<file path="config.mk">
export PLATFORM = sky130hd
export DESIGN_NAME = sysint_ctrl
export DESIGN_NICKNAME = d
export VERILOG_FILES = /design/src/rtl/sic_pkg.sv /design/src/rtl/sic_detect.sv /design/src/rtl/sic_arbiter.sv /design/src/rtl/sysint_ctrl.sv
export SDC_FILE = /design/constraint.sdc
export NUM_CORES = 2
export LEC_CHECK = 0
export BUFFER_PORTS_ARGS = -buffer_cell sky130_fd_sc_hd__buf_4
export CAP_MARGIN = 20
export CORE_ASPECT_RATIO = 0.6
export CORE_MARGIN = 3
export CORE_UTILIZATION = 55
export CTS_BUF_LIST = sky130_fd_sc_hd__clkbuf_16
export DETAILED_ROUTE_END_ITERATION = 7
export PLACE_DENSITY_LB_ADDON = 0.2
export SLEW_MARGIN = 10
export SYNTH_ARGS = -nofsm -noshare
export SYNTH_HDL_FRONTEND = slang
export SYNTH_SLANG_ARGS = --single-unit
</file>
<file path="constraint.sdc">
create_clock -name clk -period 221.3 [get_ports clk]
set_clock_uncertainty 0.2 [all_clocks]
set_input_delay 44.26 -clock clk [delete_from_list [all_inputs] [get_ports clk]]
set_output_delay 44.26 -clock clk [all_outputs]
set_load 0.005 [all_outputs]
</file>
<file path="src/rtl/sic_pkg.sv">
// Package: shared constants and helpers for the system interrupt controller.
// Assumes a 13-bit byte address and a 32-bit data bus.
package sic_pkg;
    localparam int ADDR_W = 13;
    localparam int DATA_W = 32;
    localparam int PIDX_W = 10;

    localparam logic [ADDR_W-1:0] A_CTRL      = 13'h0004;
    localparam logic [ADDR_W-1:0] A_HCTRL     = 13'h000C;
    localparam logic [ADDR_W-1:0] A_GLB       = 13'h0010;
    localparam logic [ADDR_W-1:0] A_STCLR_IX  = 13'h0024;
    localparam logic [ADDR_W-1:0] A_ENSET_IX  = 13'h0028;
    localparam logic [ADDR_W-1:0] A_ENCLR_IX  = 13'h002C;
    localparam logic [ADDR_W-1:0] A_HSET_IX   = 13'h0034;
    localparam logic [ADDR_W-1:0] A_HCLR_IX   = 13'h0038;
    localparam logic [ADDR_W-1:0] A_PRIO      = 13'h0080;
    localparam logic [ADDR_W-1:0] B_STAT      = 13'h0280;
    localparam logic [ADDR_W-1:0] B_ENBL      = 13'h0380;
    localparam logic [ADDR_W-1:0] B_CMAP      = 13'h0400;
    localparam logic [ADDR_W-1:0] B_POL       = 13'h0D00;
    localparam logic [ADDR_W-1:0] B_TYP       = 13'h0D80;
    localparam logic [ADDR_W-1:0] A_HOSTEN    = 13'h1500;

    // True when the detector sees its configured condition.
    function automatic logic det_hit(logic pol, logic typ, logic cur, logic prev);
        logic r;
        if (typ) r = pol ? (cur & ~prev) : (~cur & prev);
        else     r = pol ? cur : ~cur;
        return r;
    endfunction
endpackage

</file>
<file path="src/rtl/sic_detect.sv">
// Per-line synchroniser, edge/level detector and latched status bits.
// Assumes irq_i is asynchronous; status set wins over a clear in the same cycle.
module sic_detect #(
    parameter int NUM_IRQ = 64
) (
    input  logic               clk,
    input  logic               rst_n,
    input  logic [NUM_IRQ-1:0] irq_i,
    input  logic [NUM_IRQ-1:0] pol_i,
    input  logic [NUM_IRQ-1:0] typ_i,
    input  logic [NUM_IRQ-1:0] clr_i,
    output logic [NUM_IRQ-1:0] stat_o
);
    logic [NUM_IRQ-1:0] sync1_q, sync2_q, prev_q, evt, stat_q;

    // Two-flop synchroniser followed by the previous-sample flop.
    always_ff @(posedge clk) begin
        if (!rst_n) begin
            sync1_q <= '0;
            sync2_q <= '0;
            prev_q  <= '0;
        end else begin
            sync1_q <= irq_i;
            sync2_q <= sync1_q;
            prev_q  <= sync2_q;
        end
    end

    for (genvar g = 0; g < NUM_IRQ; g++) begin : g_det
        // Detect the configured condition for this line.
        always_comb evt[g] = sic_pkg::det_hit(pol_i[g], typ_i[g], sync2_q[g], prev_q[g]);
    end

    // Latch events; software clears drop bits with no new event.
    always_ff @(posedge clk) begin
        if (!rst_n) stat_q <= '0;
        else        stat_q <= (stat_q & ~clr_i) | evt;
    end

    assign stat_o = stat_q;

    assert_set_needs_event_R3: assert property (@(posedge clk) disable iff (!rst_n)
        ((stat_q & ~$past(stat_q) & ~$past(evt)) == '0));
    assert_clear_takes_R4: assert property (@(posedge clk) disable iff (!rst_n)
        ((stat_q & $past(clr_i & ~evt)) == '0));
endmodule

</file>
<file path="src/rtl/sic_arbiter.sv">
// Picks the pending line with the lowest channel, lowest index on ties.
// Assumes channels arrive packed CHAN_W bits per line.
module sic_arbiter #(
    parameter int NUM_IRQ = 64,
    parameter int CHAN_W  = 3,
    localparam int IDX_W  = $clog2(NUM_IRQ)
) (
    input  logic                      clk,
    input  logic                      rst_n,
    input  logic [NUM_IRQ-1:0]        pend_i,
    input  logic [NUM_IRQ*CHAN_W-1:0] chan_i,
    output logic                      valid_o,
    output logic [IDX_W-1:0]          win_o
);
    logic [CHAN_W-1:0] best_ch;

    // Linear scan; strict compare keeps the lowest index on equal channels.
    always_comb begin
        valid_o = 1'b0;
        win_o   = '0;
        best_ch = '1;
        for (int i = 0; i < NUM_IRQ; i++) begin
            if (pend_i[i] && (!valid_o || chan_i[i*CHAN_W +: CHAN_W] < best_ch)) begin
                valid_o = 1'b1;
                best_ch = chan_i[i*CHAN_W +: CHAN_W];
                win_o   = IDX_W'(i);
            end
        end
    end

    assert_win_pending_R8: assert property (@(posedge clk) disable iff (!rst_n)
        valid_o |-> pend_i[win_o]);
    assert_none_idle_R8: assert property (@(posedge clk) disable iff (!rst_n)
        !valid_o |-> (pend_i == '0));
endmodule

</file>
<file path="src/rtl/sysint_ctrl.sv">
// Top: register file, index/bitmap decode and the IRQ output.
// Assumes NUM_IRQ <= 1024 and a single-cycle write strobe per access.
module sysint_ctrl #(
    parameter int NUM_IRQ = 64,
    parameter int CHAN_W  = 3
) (
    input  logic               clk,
    input  logic               rst_n,
    input  logic [NUM_IRQ-1:0] irq_in,
    input  logic               bus_we,
    input  logic [12:0]        bus_addr,
    input  logic [31:0]        bus_wdata,
    output logic [31:0]        bus_rdata,
    output logic               irq_out
);
    import sic_pkg::*;
    localparam int NWORD = (NUM_IRQ + 31) / 32;
    localparam int NMAP  = (NUM_IRQ + 3) / 4;
    localparam int IDX_W = $clog2(NUM_IRQ);

    logic [NUM_IRQ-1:0]        en_q, pol_q, typ_q, stat, stat_clr;
    logic [NUM_IRQ*CHAN_W-1:0] chan_q;
    logic                      glb_q, host_q, arb_valid;
    logic [IDX_W-1:0]          arb_win;
    logic [10:0]               wa;
    logic [10:0]               off_stat, off_en, off_map, off_pol, off_typ;
    logic                      in_stat, in_en, in_map, in_pol, in_typ;

    // Region decode: word offsets and range hits.
    always_comb begin
        wa       = bus_addr[12:2];
        off_stat = wa - B_STAT[12:2];
        off_en   = wa - B_ENBL[12:2];
        off_map  = wa - B_CMAP[12:2];
        off_pol  = wa - B_POL[12:2];
        off_typ  = wa - B_TYP[12:2];
        in_stat  = bus_addr >= B_STAT && int'(bus_addr) < int'(B_STAT) + 4*NWORD;
        in_en    = bus_addr >= B_ENBL && int'(bus_addr) < int'(B_ENBL) + 4*NWORD;
        in_map   = bus_addr >= B_CMAP && int'(bus_addr) < int'(B_CMAP) + 4*NMAP;
        in_pol   = bus_addr >= B_POL  && int'(bus_addr) < int'(B_POL)  + 4*NWORD;
        in_typ   = bus_addr >= B_TYP  && int'(bus_addr) < int'(B_TYP)  + 4*NWORD;
    end

    // Status clear vector from the index and bitmap writes.
    always_comb begin
        stat_clr = '0;
        for (int i = 0; i < NUM_IRQ; i++) begin
            if (bus_we && bus_addr == A_STCLR_IX && bus_wdata == 32'(i)) stat_clr[i] = 1'b1;
            if (bus_we && in_stat && off_stat == 11'(i / 32) && bus_wdata[i % 32]) stat_clr[i] = 1'b1;
        end
    end

    // Enable bits: index set, index clear, bitmap clear.
    always_ff @(posedge clk) begin
        if (!rst_n) en_q <= '0;
        else if (bus_we) begin
            for (int i = 0; i < NUM_IRQ; i++) begin
                if (bus_addr == A_ENSET_IX && bus_wdata == 32'(i)) en_q[i] <= 1'b1;
                else if (bus_addr == A_ENCLR_IX && bus_wdata == 32'(i)) en_q[i] <= 1'b0;
                else if (in_en && off_en == 11'(i / 32) && bus_wdata[i % 32]) en_q[i] <= 1'b0;
            end
        end
    end

    // Detection mode words and the channel map.
    always_ff @(posedge clk) begin
        if (!rst_n) begin
            pol_q  <= '1;
            typ_q  <= '1;
            chan_q <= '0;
        end else if (bus_we) begin
            for (int i = 0; i < NUM_IRQ; i++) begin
                if (in_pol && off_pol == 11'(i / 32)) pol_q[i] <= bus_wdata[i % 32];
                if (in_typ && off_typ == 11'(i / 32)) typ_q[i] <= bus_wdata[i % 32];
                if (in_map && off_map == 11'(i / 4))
                    chan_q[i*CHAN_W +: CHAN_W] <= bus_wdata[(i % 4)*8 +: CHAN_W];
            end
        end
    end

    // Global enable and host enable for the IRQ output.
    always_ff @(posedge clk) begin
        if (!rst_n) begin
            glb_q  <= 1'b0;
            host_q <= 1'b0;
        end else if (bus_we) begin
            if (bus_addr == A_GLB) glb_q <= bus_wdata[0];
            if (bus_addr == A_HSET_IX && bus_wdata == 32'd1) host_q <= 1'b1;
            if (bus_addr == A_HCLR_IX && bus_wdata == 32'd1) host_q <= 1'b0;
            if (bus_addr == A_HOSTEN) host_q <= bus_wdata[1];
        end
    end

    sic_detect #(.NUM_IRQ(NUM_IRQ)) u_detect (
        .clk(clk), .rst_n(rst_n), .irq_i(irq_in), .pol_i(pol_q),
        .typ_i(typ_q), .clr_i(stat_clr), .stat_o(stat)
    );

    sic_arbiter #(.NUM_IRQ(NUM_IRQ), .CHAN_W(CHAN_W)) u_arb (
        .clk(clk), .rst_n(rst_n), .pend_i(stat & en_q), .chan_i(chan_q),
        .valid_o(arb_valid), .win_o(arb_win)
    );

    // Combined request to the host.
    always_comb irq_out = glb_q && host_q && arb_valid;

    // Read mux.
    always_comb begin
        bus_rdata = '0;
        if (bus_addr == A_GLB)    bus_rdata[0] = glb_q;
        if (bus_addr == A_HOSTEN) bus_rdata[1] = host_q;
        if (bus_addr == A_PRIO)
            bus_rdata = {~arb_valid, 21'd0, PIDX_W'(arb_win)};
        for (int i = 0; i < NUM_IRQ; i++) begin
            if (in_stat && off_stat == 11'(i / 32)) bus_rdata[i % 32] = stat[i];
            if (in_en   && off_en   == 11'(i / 32)) bus_rdata[i % 32] = en_q[i];
            if (in_pol  && off_pol  == 11'(i / 32)) bus_rdata[i % 32] = pol_q[i];
            if (in_typ  && off_typ  == 11'(i / 32)) bus_rdata[i % 32] = typ_q[i];
            if (in_map  && off_map  == 11'(i / 4))
                bus_rdata[(i % 4)*8 +: CHAN_W] = chan_q[i*CHAN_W +: CHAN_W];
        end
    end

    assert_irq_has_winner_R9: assert property (@(posedge clk) disable iff (!rst_n)
        irq_out |-> (arb_valid && stat[arb_win] && en_q[arb_win]));
    assert_irq_gated_R9: assert property (@(posedge clk) disable iff (!rst_n)
        (!glb_q || !host_q) |-> !irq_out);
endmodule

</file>
======== Word level (Yosys, flattened, before mapping) ========
Cells that the tools add are included.
operators by class
  $add $sub $neg .......................... 5
  multipliers ............................. 0
  div/mod/pow operators ................... 0
  $lt $le $gt $ge ......................... 73
  equality and inequality tests ........... 90
  shifts and indexed selects .............. 0
  muxes and demuxes ....................... 1028
  bitwise logic cells ..................... 261
  reduce and logical (&&, ||, !) cells .... 703
operators with widths
  cell                                                              number
  32-bit by 6-bit == test with 1-bit output, second input constant  32
  1-bit 2-to-1 mux                                                  838
  32-bit by 5-bit == test with 1-bit output, second input constant  16
  1-bit logical AND                                                 420
  3-bit 2-to-1 mux                                                  131
  32-bit by 4-bit == test with 1-bit output, second input constant  8
  3-bit nonzero test                                                65
  6-bit 2-to-1 mux                                                  32
  3-bit less-than comparator                                        63
  2-bit AND reduction                                               86
  1-bit NOT                                                         129
  1-bit AND                                                         128
  64-bit AND                                                        2
  32-bit by 3-bit == test with 1-bit output, second input constant  4
  11-bit by 4-bit == test with 1-bit output, second input constant  8
  5-bit 2-to-1 mux                                                  16
  13-bit by 6-bit == test with 1-bit output, second input constant  5
  32-bit by 2-bit == test with 1-bit output, second input constant  2
  64-bit NOT                                                        1
  64-bit OR                                                         1
  1-bit zero test                                                   63
  1-bit logical OR                                                  63
  11-bit by 1-bit == test with 1-bit output, second input constant  5
  11-bit zero test                                                  5
  other kinds (19)                                                  37
storage, ports and cells
  register bits after elaboration ......... 642
  latch bits .............................. 0
  memory bits (writable) .................. 0
  memory bits (read-only) ................. 0
  input port bits ......................... 112
  output and inout bits ................... 33
  word-level logic and storage cells ...... 2250
  memories kept ........................... 0

======== Depth between registers and ports, before layout ========
  depth in word-level cells ............... 288
  gate-level depth with buffers ........... 460

======== Modules after synthesis ========
Synthesis repeated with hierarchy kept, for this count alone.
second synthesis, totals
  cell total of the unflattened synthesis .. 5324
  area, all modules ....................... 40606.4 um^2
modules (own cells, without submodules)
  module       times used  cells an instance  area each (um^2)  seq. area each (um^2)
  sysint_ctrl  1           2741               20776.2           7727.4
  sic_arbiter  1           1723               11108.2           0.0
  sic_detect   1           860                8722.1            5124.9

======== Worst setup path before layout ========
Ideal clock, no wire load.
  path type ............................... register to output
  start ................................... register chan_q[3]
  end ..................................... output port bus_rdata[2]
  arrival time ............................ 73.591 ns
  required time ........................... 176.840 ns
  setup slack ............................. 103.249 ns
  stages on the path, launching flop included .. 435
  path through ............................ dfxtp_1 -> nand2b_1 -> maj3_2 -> a21o_2 -> a2111oi_4 -> a21o_2 -> o21ai_0 -> inv_1 -> ha_1 -> inv_1 -> o21ai_1 -> nand2b_1 -> nor3_1 -> a311o_1 -> nor2_1 -> and2_1 -> nor2_1 -> a21oi_1 -> (+399 left out) -> a311oi_2 -> a21oi_1 -> inv_1 -> ha_1 -> a21oi_1 -> o21bai_1 -> or2_2 -> inv_1 -> and3_1 -> a221oi_2 -> mux2_2 -> ha_1 -> a2111oi_0 -> and3_1 -> a22o_2 -> nor3b_4 -> a31oi_1 -> a2bb2oi_1
between the ends
  longest elaborated chain between the ends .. 277
  elaborated cells between the ends (all ways) .. 460
  those cells by class .................... order compare: 63; mux: 209; reduce/logical: 188
RTL lines
  what                                                           RTL line            RTL
  start: declaration                                             sysint_ctrl.sv:22   logic [NUM_IRQ*CHAN_W-1:0] chan_q;
  start signal: indexed assignment                               sysint_ctrl.sv:76   chan_q[i*CHAN_W +: CHAN_W] <= bus_wdata[(i % 4)*8 +: CHAN_W];
  3-bit less-than comparator                                     sic_arbiter.sv:23   if (pend_i[i] && (!valid_o || chan_i[i*CHAN_W +: CHAN_W] < best_ch)) begin
  1-bit logical OR                                               sic_arbiter.sv:23
  1-bit logical AND                                              sic_arbiter.sv:23
  3-bit 2-to-1 mux or 1-bit 2-to-1 mux (tied branches)           sic_arbiter.sv:23
  3-bit less-than comparator or 1-bit zero test (tied branches)  sic_arbiter.sv:23
  1-bit logical OR                                               sic_arbiter.sv:23
  1-bit logical AND                                              sic_arbiter.sv:23
  3-bit 2-to-1 mux or 1-bit 2-to-1 mux (tied branches)           sic_arbiter.sv:23
  (+248 left out)                                                -
  1-bit 2-to-1 mux *                                             sysint_ctrl.sv:117  if (in_pol && off_pol == 11'(i / 32)) bus_rdata[i % 32] = pol_q[i];
  1-bit 2-to-1 mux *                                             sysint_ctrl.sv:118  if (in_typ && off_typ == 11'(i / 32)) bus_rdata[i % 32] = typ_q[i];
  3-bit 2-to-1 mux * (8 in a row)                                sysint_ctrl.sv:119  if (in_map && off_map == 11'(i / 4))
  1-bit 2-to-1 mux *                                             sysint_ctrl.sv:115  if (in_stat && off_stat == 11'(i / 32)) bus_rdata[i % 32] = stat[i];
  1-bit 2-to-1 mux *                                             sysint_ctrl.sv:116  if (in_en && off_en == 11'(i / 32)) bus_rdata[i % 32] = en_q[i];
  1-bit 2-to-1 mux *                                             sysint_ctrl.sv:117
  1-bit 2-to-1 mux *                                             sysint_ctrl.sv:118
  3-bit 2-to-1 mux * (7 in a row)                                sysint_ctrl.sv:119
  end: declaration                                               sysint_ctrl.sv:13   output logic [31:0] bus_rdata,
Every way passes the cells marked *; elsewhere a longest branch is shown, timed or not.

======== Worst setup path in the final report ========
  start ................................... register u_detect.stat_q[0], in the netlist u_detect.stat_o[0]
  end ..................................... output port bus_rdata[3]
between the ends
  longest elaborated chain between the ends .. 263
  elaborated cells between the ends (all ways) .. 444
  those cells by class .................... order compare: 63; mux: 191; bitwise: 1; reduce/logical: 189
RTL lines
  what                                                           RTL line            RTL
  start: declaration                                             sic_detect.sv:14    logic [NUM_IRQ-1:0] sync1_q, sync2_q, prev_q, evt, stat_q;
  start signal: assignment                                       sic_detect.sv:37    else stat_q <= (stat_q & ~clr_i) | evt;
  64-bit AND *                                                   sysint_ctrl.sv:100  .clk(clk), .rst_n(rst_n), .pend_i(stat & en_q), .chan_i(chan_q),
  3-bit 2-to-1 mux or 1-bit 2-to-1 mux (tied branches)           sic_arbiter.sv:23
  3-bit less-than comparator or 1-bit zero test (tied branches)  sic_arbiter.sv:23
  1-bit logical OR                                               sic_arbiter.sv:23
  1-bit logical AND                                              sic_arbiter.sv:23
  3-bit 2-to-1 mux or 1-bit 2-to-1 mux (tied branches)           sic_arbiter.sv:23
  3-bit less-than comparator or 1-bit zero test (tied branches)  sic_arbiter.sv:23
  1-bit logical OR                                               sic_arbiter.sv:23
  (+247 left out)                                                -
  1-bit 2-to-1 mux *                                             sysint_ctrl.sv:115
  1-bit 2-to-1 mux *                                             sysint_ctrl.sv:116
  1-bit 2-to-1 mux *                                             sysint_ctrl.sv:117
  1-bit 2-to-1 mux *                                             sysint_ctrl.sv:118
  1-bit 2-to-1 mux *                                             sysint_ctrl.sv:115
  1-bit 2-to-1 mux *                                             sysint_ctrl.sv:116
  1-bit 2-to-1 mux *                                             sysint_ctrl.sv:117
  1-bit 2-to-1 mux *                                             sysint_ctrl.sv:118
Marks and branches as above.

==> flow_summary.yaml <==
clock_tree:
  cts_max_path_buffers: 3
  clockRootBuffer: "clkbuf_16"
  clk_latency_ns: 0.68
  clkSlewWorstSetupHoldPaths_ns: 0.09
  cts.sinks: 642
  cts_hold_buf: 0
  cts_resized: 0
  cts_tree: "built"
  cts_setup_buffers: 0
  h-tree-depth: 2
  cts_made_buffers: 60
route:
  dr.pass1.iters: 8
  vias_per_cell: 6.863
  drtIter0Drc: 7717
  drc: 9
  num_vias: 41960
  wl_per_cell_um: 29.38
  drtAntennaViolNets: 0
  drt-total-wl_mm: 179.6
sta:
  fin_setup_tns_ns: 0
  finalCriticalPeriod_ns: 133.85
  slew_headroom: 0.1147
  clock.fmax_ghz: 0.007471
  holdWs_ns: 0.2338
  worst_pin_slew_ns: 1.316
  setup_viol: 0
  fin_crit_sh: 0.6049
  rsz0062_at_grt: "false"
  finalHoldViolCount: 0
  slew_viol_final: 0
flow_run:
  drv_cap: 0
worst_setup_path:
  crit_slowest_cell: "o311ai_0"
  critPathCaptureType: "output port"
  cp_common_cell: "ha_1"
  cp_slowest_stage_delay_ns: 0.80
  reg2reg_setup_slack_ns: 219.73
  path_max_fanout: 9
  r2r_cells: 3
  r2r-end: "u_detect.stat_o[17]"
  cp.depth: 428
  timing.rr.start: "pol_q[17]"
  cp-startpoint: "u_detect.stat_o[0]"
  required_ns: 176.84
  path_delay_family: "compound AO/OA/AOI/OAI gates"
  worst-path-buf-inv: 36
  startpoint_type: "register"
  crit_type: "reg -> out"
  arrival_ns: 89.39
global_routing:
  grt_pass1_wl_mm: 255.9
  gr-usage-met1: 0.6587
  grt_pass1_vias: 37040
  antenna_found_initial: 6
  top_usage_layer: "met1"
  track_usage: 0.4641
  grt_max_degree: 226
  overflow: 0
  globalRouteMet3Util: 0.2348
  grtUsageMet2: 0.5734
place:
  place_hpwl_mm: 129.5
  port_buffers: 144
  gp_congestion: 1.115
  dpl.cell_count: 6002
floorplan:
  ios: 145
  start_util: 0.5585
  coreArea_um2: 70190
  die_h_um: 212.8
  die-area_um2: 74630
  die_w_um: 350.7
  rows: 75
synthesis:
  synth_cell_type_count: 155
  synth-edff-count: 0
  synth_top_flop_cell: "dfxtp_1"
  yosys-top-cells-area: "dfxtp_1, nand2_1, a21boi_0"
  synthArstFlopShare: 0
  synth_top_area_cell: "dfxtp_1"
  synth_top_area_share: 0.3278
  synthCells: 5195
  syn_nets: 5376
  avgSynthCellArea_um2: 7.546
  synth_seq_cells: 642
  synth_warnings: 0
  synthesis.area_um2: 39200
  yosysSeqAreaShare: 0.3278
final_layout:
  diodes: 0
  drive_gt1_frac: 0.09249
  utilization: 0.6089
  area_growth_pct: 9.022
  layoutNonFillerInstCount: 6114
  fin_nets: 5322
  fillers: 6351
power_and_ir_drop:
  clockPowerShare: 0.462
  comb_power_share: 0.049
  leakagePower_nw: 16.70
  powerDensity_nw_per_um2: 5.719
  finalPower_mw: 0.2444
  p_int_mw: 0.1822
  p_switching_mw: 0.06219
  seqPwrFrac: 0.489
  vdd_drop_max_uv: 7.225
  power.share.switching: 0.2544
min_path:
  whs_path_depth: 1
  holdCritPathClass: "reg -> reg"
  hp-start: "u_detect.sync1_q[24]"
  min_to: "u_detect.sync2_q[24]"
outcome:
  violations: "DRC"
  status: "finished with violations"
==> routing by layer <==
metal	up-vias	share of wire	routed length [µm]
met3	624	0.19	34650
met5	-	0.00080	143
met4	10	0.056	10010
met2	3456	0.35	61990
met1	19510	0.41	72830
li1	18370	-	-
==> logic make-up (layout without fill, tap and decap cells) <==
| kind of cell | after synthesis | count (layout) | share of synthesized area |
|---|---|---|---|
| XOR/XNOR | 128 | 128 | 0.02860 |
| multiplexers | 54 | 54 | 0.01615 |
| flip-flops | 642 | 642 | 0.3278 |
| adder cells (fa/ha/maj) | 78 | 78 | 0.02435 |
| buffers and inverters | 429 | 424 | 0.04379 |
| AND/OR/NAND/NOR | 2334 | 2334 | 0.2749 |
| AO/OA/AOI/OAI | 1530 | 1530 | 0.2844 |
==> stage by stage <==
stage                     setup slack, ns  instance area, µm²
after global routing                80.32               42740
final                               87.45               42740
after detailed placement            90.74               40670
after global placement              92.95               40670
after CTS                           89.73               42720
after floorplan                    103.25               39200
==> synthesized netlist by cell type (all sizes together), types with 34 or more instances <==
cell type     n
nand2      1112
dfxtp       642
nor2        348
a21oi       329
clkbuf      271
nand3       268
and2        246
a21boi      236
o21ai       183
inv         115
a22oi        89
o21a         81
nor2b        74
a21o         72
ha           69
xnor2        64
xor2         64
nor3         53
a22o         52
a31oi        50
buf          41
a222oi       40
nand2b       40
o31ai        37
and3         36
nand4        34
==> registers in the layout, summed over array words and instances, names as in the netlist <==
name              count
chan_q              192
en_q                 64
glb_q                 1
host_q                1
pol_q                64
typ_q                64
u_detect.prev_q      64
u_detect.stat_o      64
u_detect.sync1_q     64
u_detect.sync2_q     64
==> layout make-up <==
class                      instances  area, µm²  share of cell area
timing repair buffer             196       1495             0.03498
multi-input combinational       4124      24740              0.5788
tap                              924       1156             0.02705
clock inverter                    51      555.5             0.01300
sequential                       642      12850              0.3007
clock buffer                      60       1501             0.03513
inverter                         117      442.9             0.01036
==> worst register-to-register path, cell delays in order, from the launching register on <==
cell and delay [ns]:
dfxtp_1 0.48, xnor2_1 0.12, a21oi_1 0.54, o21a_1 0.18
==> power by group through the flow <==
stage               Sequential (mW)  Combinational, mW  Clock (mW)
floorplan                     0.121            0.00648           0
global route                  0.120             0.0123       0.117
finish                        0.120             0.0120       0.113
global placement              0.122             0.0112           0
CTS                           0.119             0.0113       0.112
detailed placement            0.122             0.0113           0
==> layout by cell type (no fill, tap or decap), types with 28 or more instances in the layout <==
cell,Yosys,routed
inv_1,113,121
mux2i_1,28,28
and2_1,240,238
o31ai_1,32,32
a221oi_1,28,28
nand2_1,1111,1111
a21oi_1,324,324
nand4_1,34,34
a22o_1,51,51
buf_4,7,193
and3_1,34,33
nor2_1,347,333
a22oi_1,88,88
ha_1,69,69
nor3_1,49,46
a31oi_1,46,46
o211ai_1,30,30
a222oi_1,40,40
nor2b_1,74,72
clkbuf_16,0,60
o21ai_0,161,161
xor2_1,64,64
nand2b_1,40,40
dfxtp_1,642,642
a21o_1,68,68
xnor2_1,64,64
o21a_1,79,79
a21boi_0,232,232
nand3_1,265,265
==> worst max path at each step <==
stage / to / slack [ns]
4_1_cts: bus_rdata[4] / 89.73
3_5_place_dp: bus_rdata[4] / 90.74
6_report: bus_rdata[3] / 87.45
5_1_grt: bus_rdata[3] / 80.32
3_3_place_gp: bus_rdata[4] / 92.95
2_1_floorplan: bus_rdata[2] / 103.25
No activity file was read; power rests on OpenSTA's default activity.
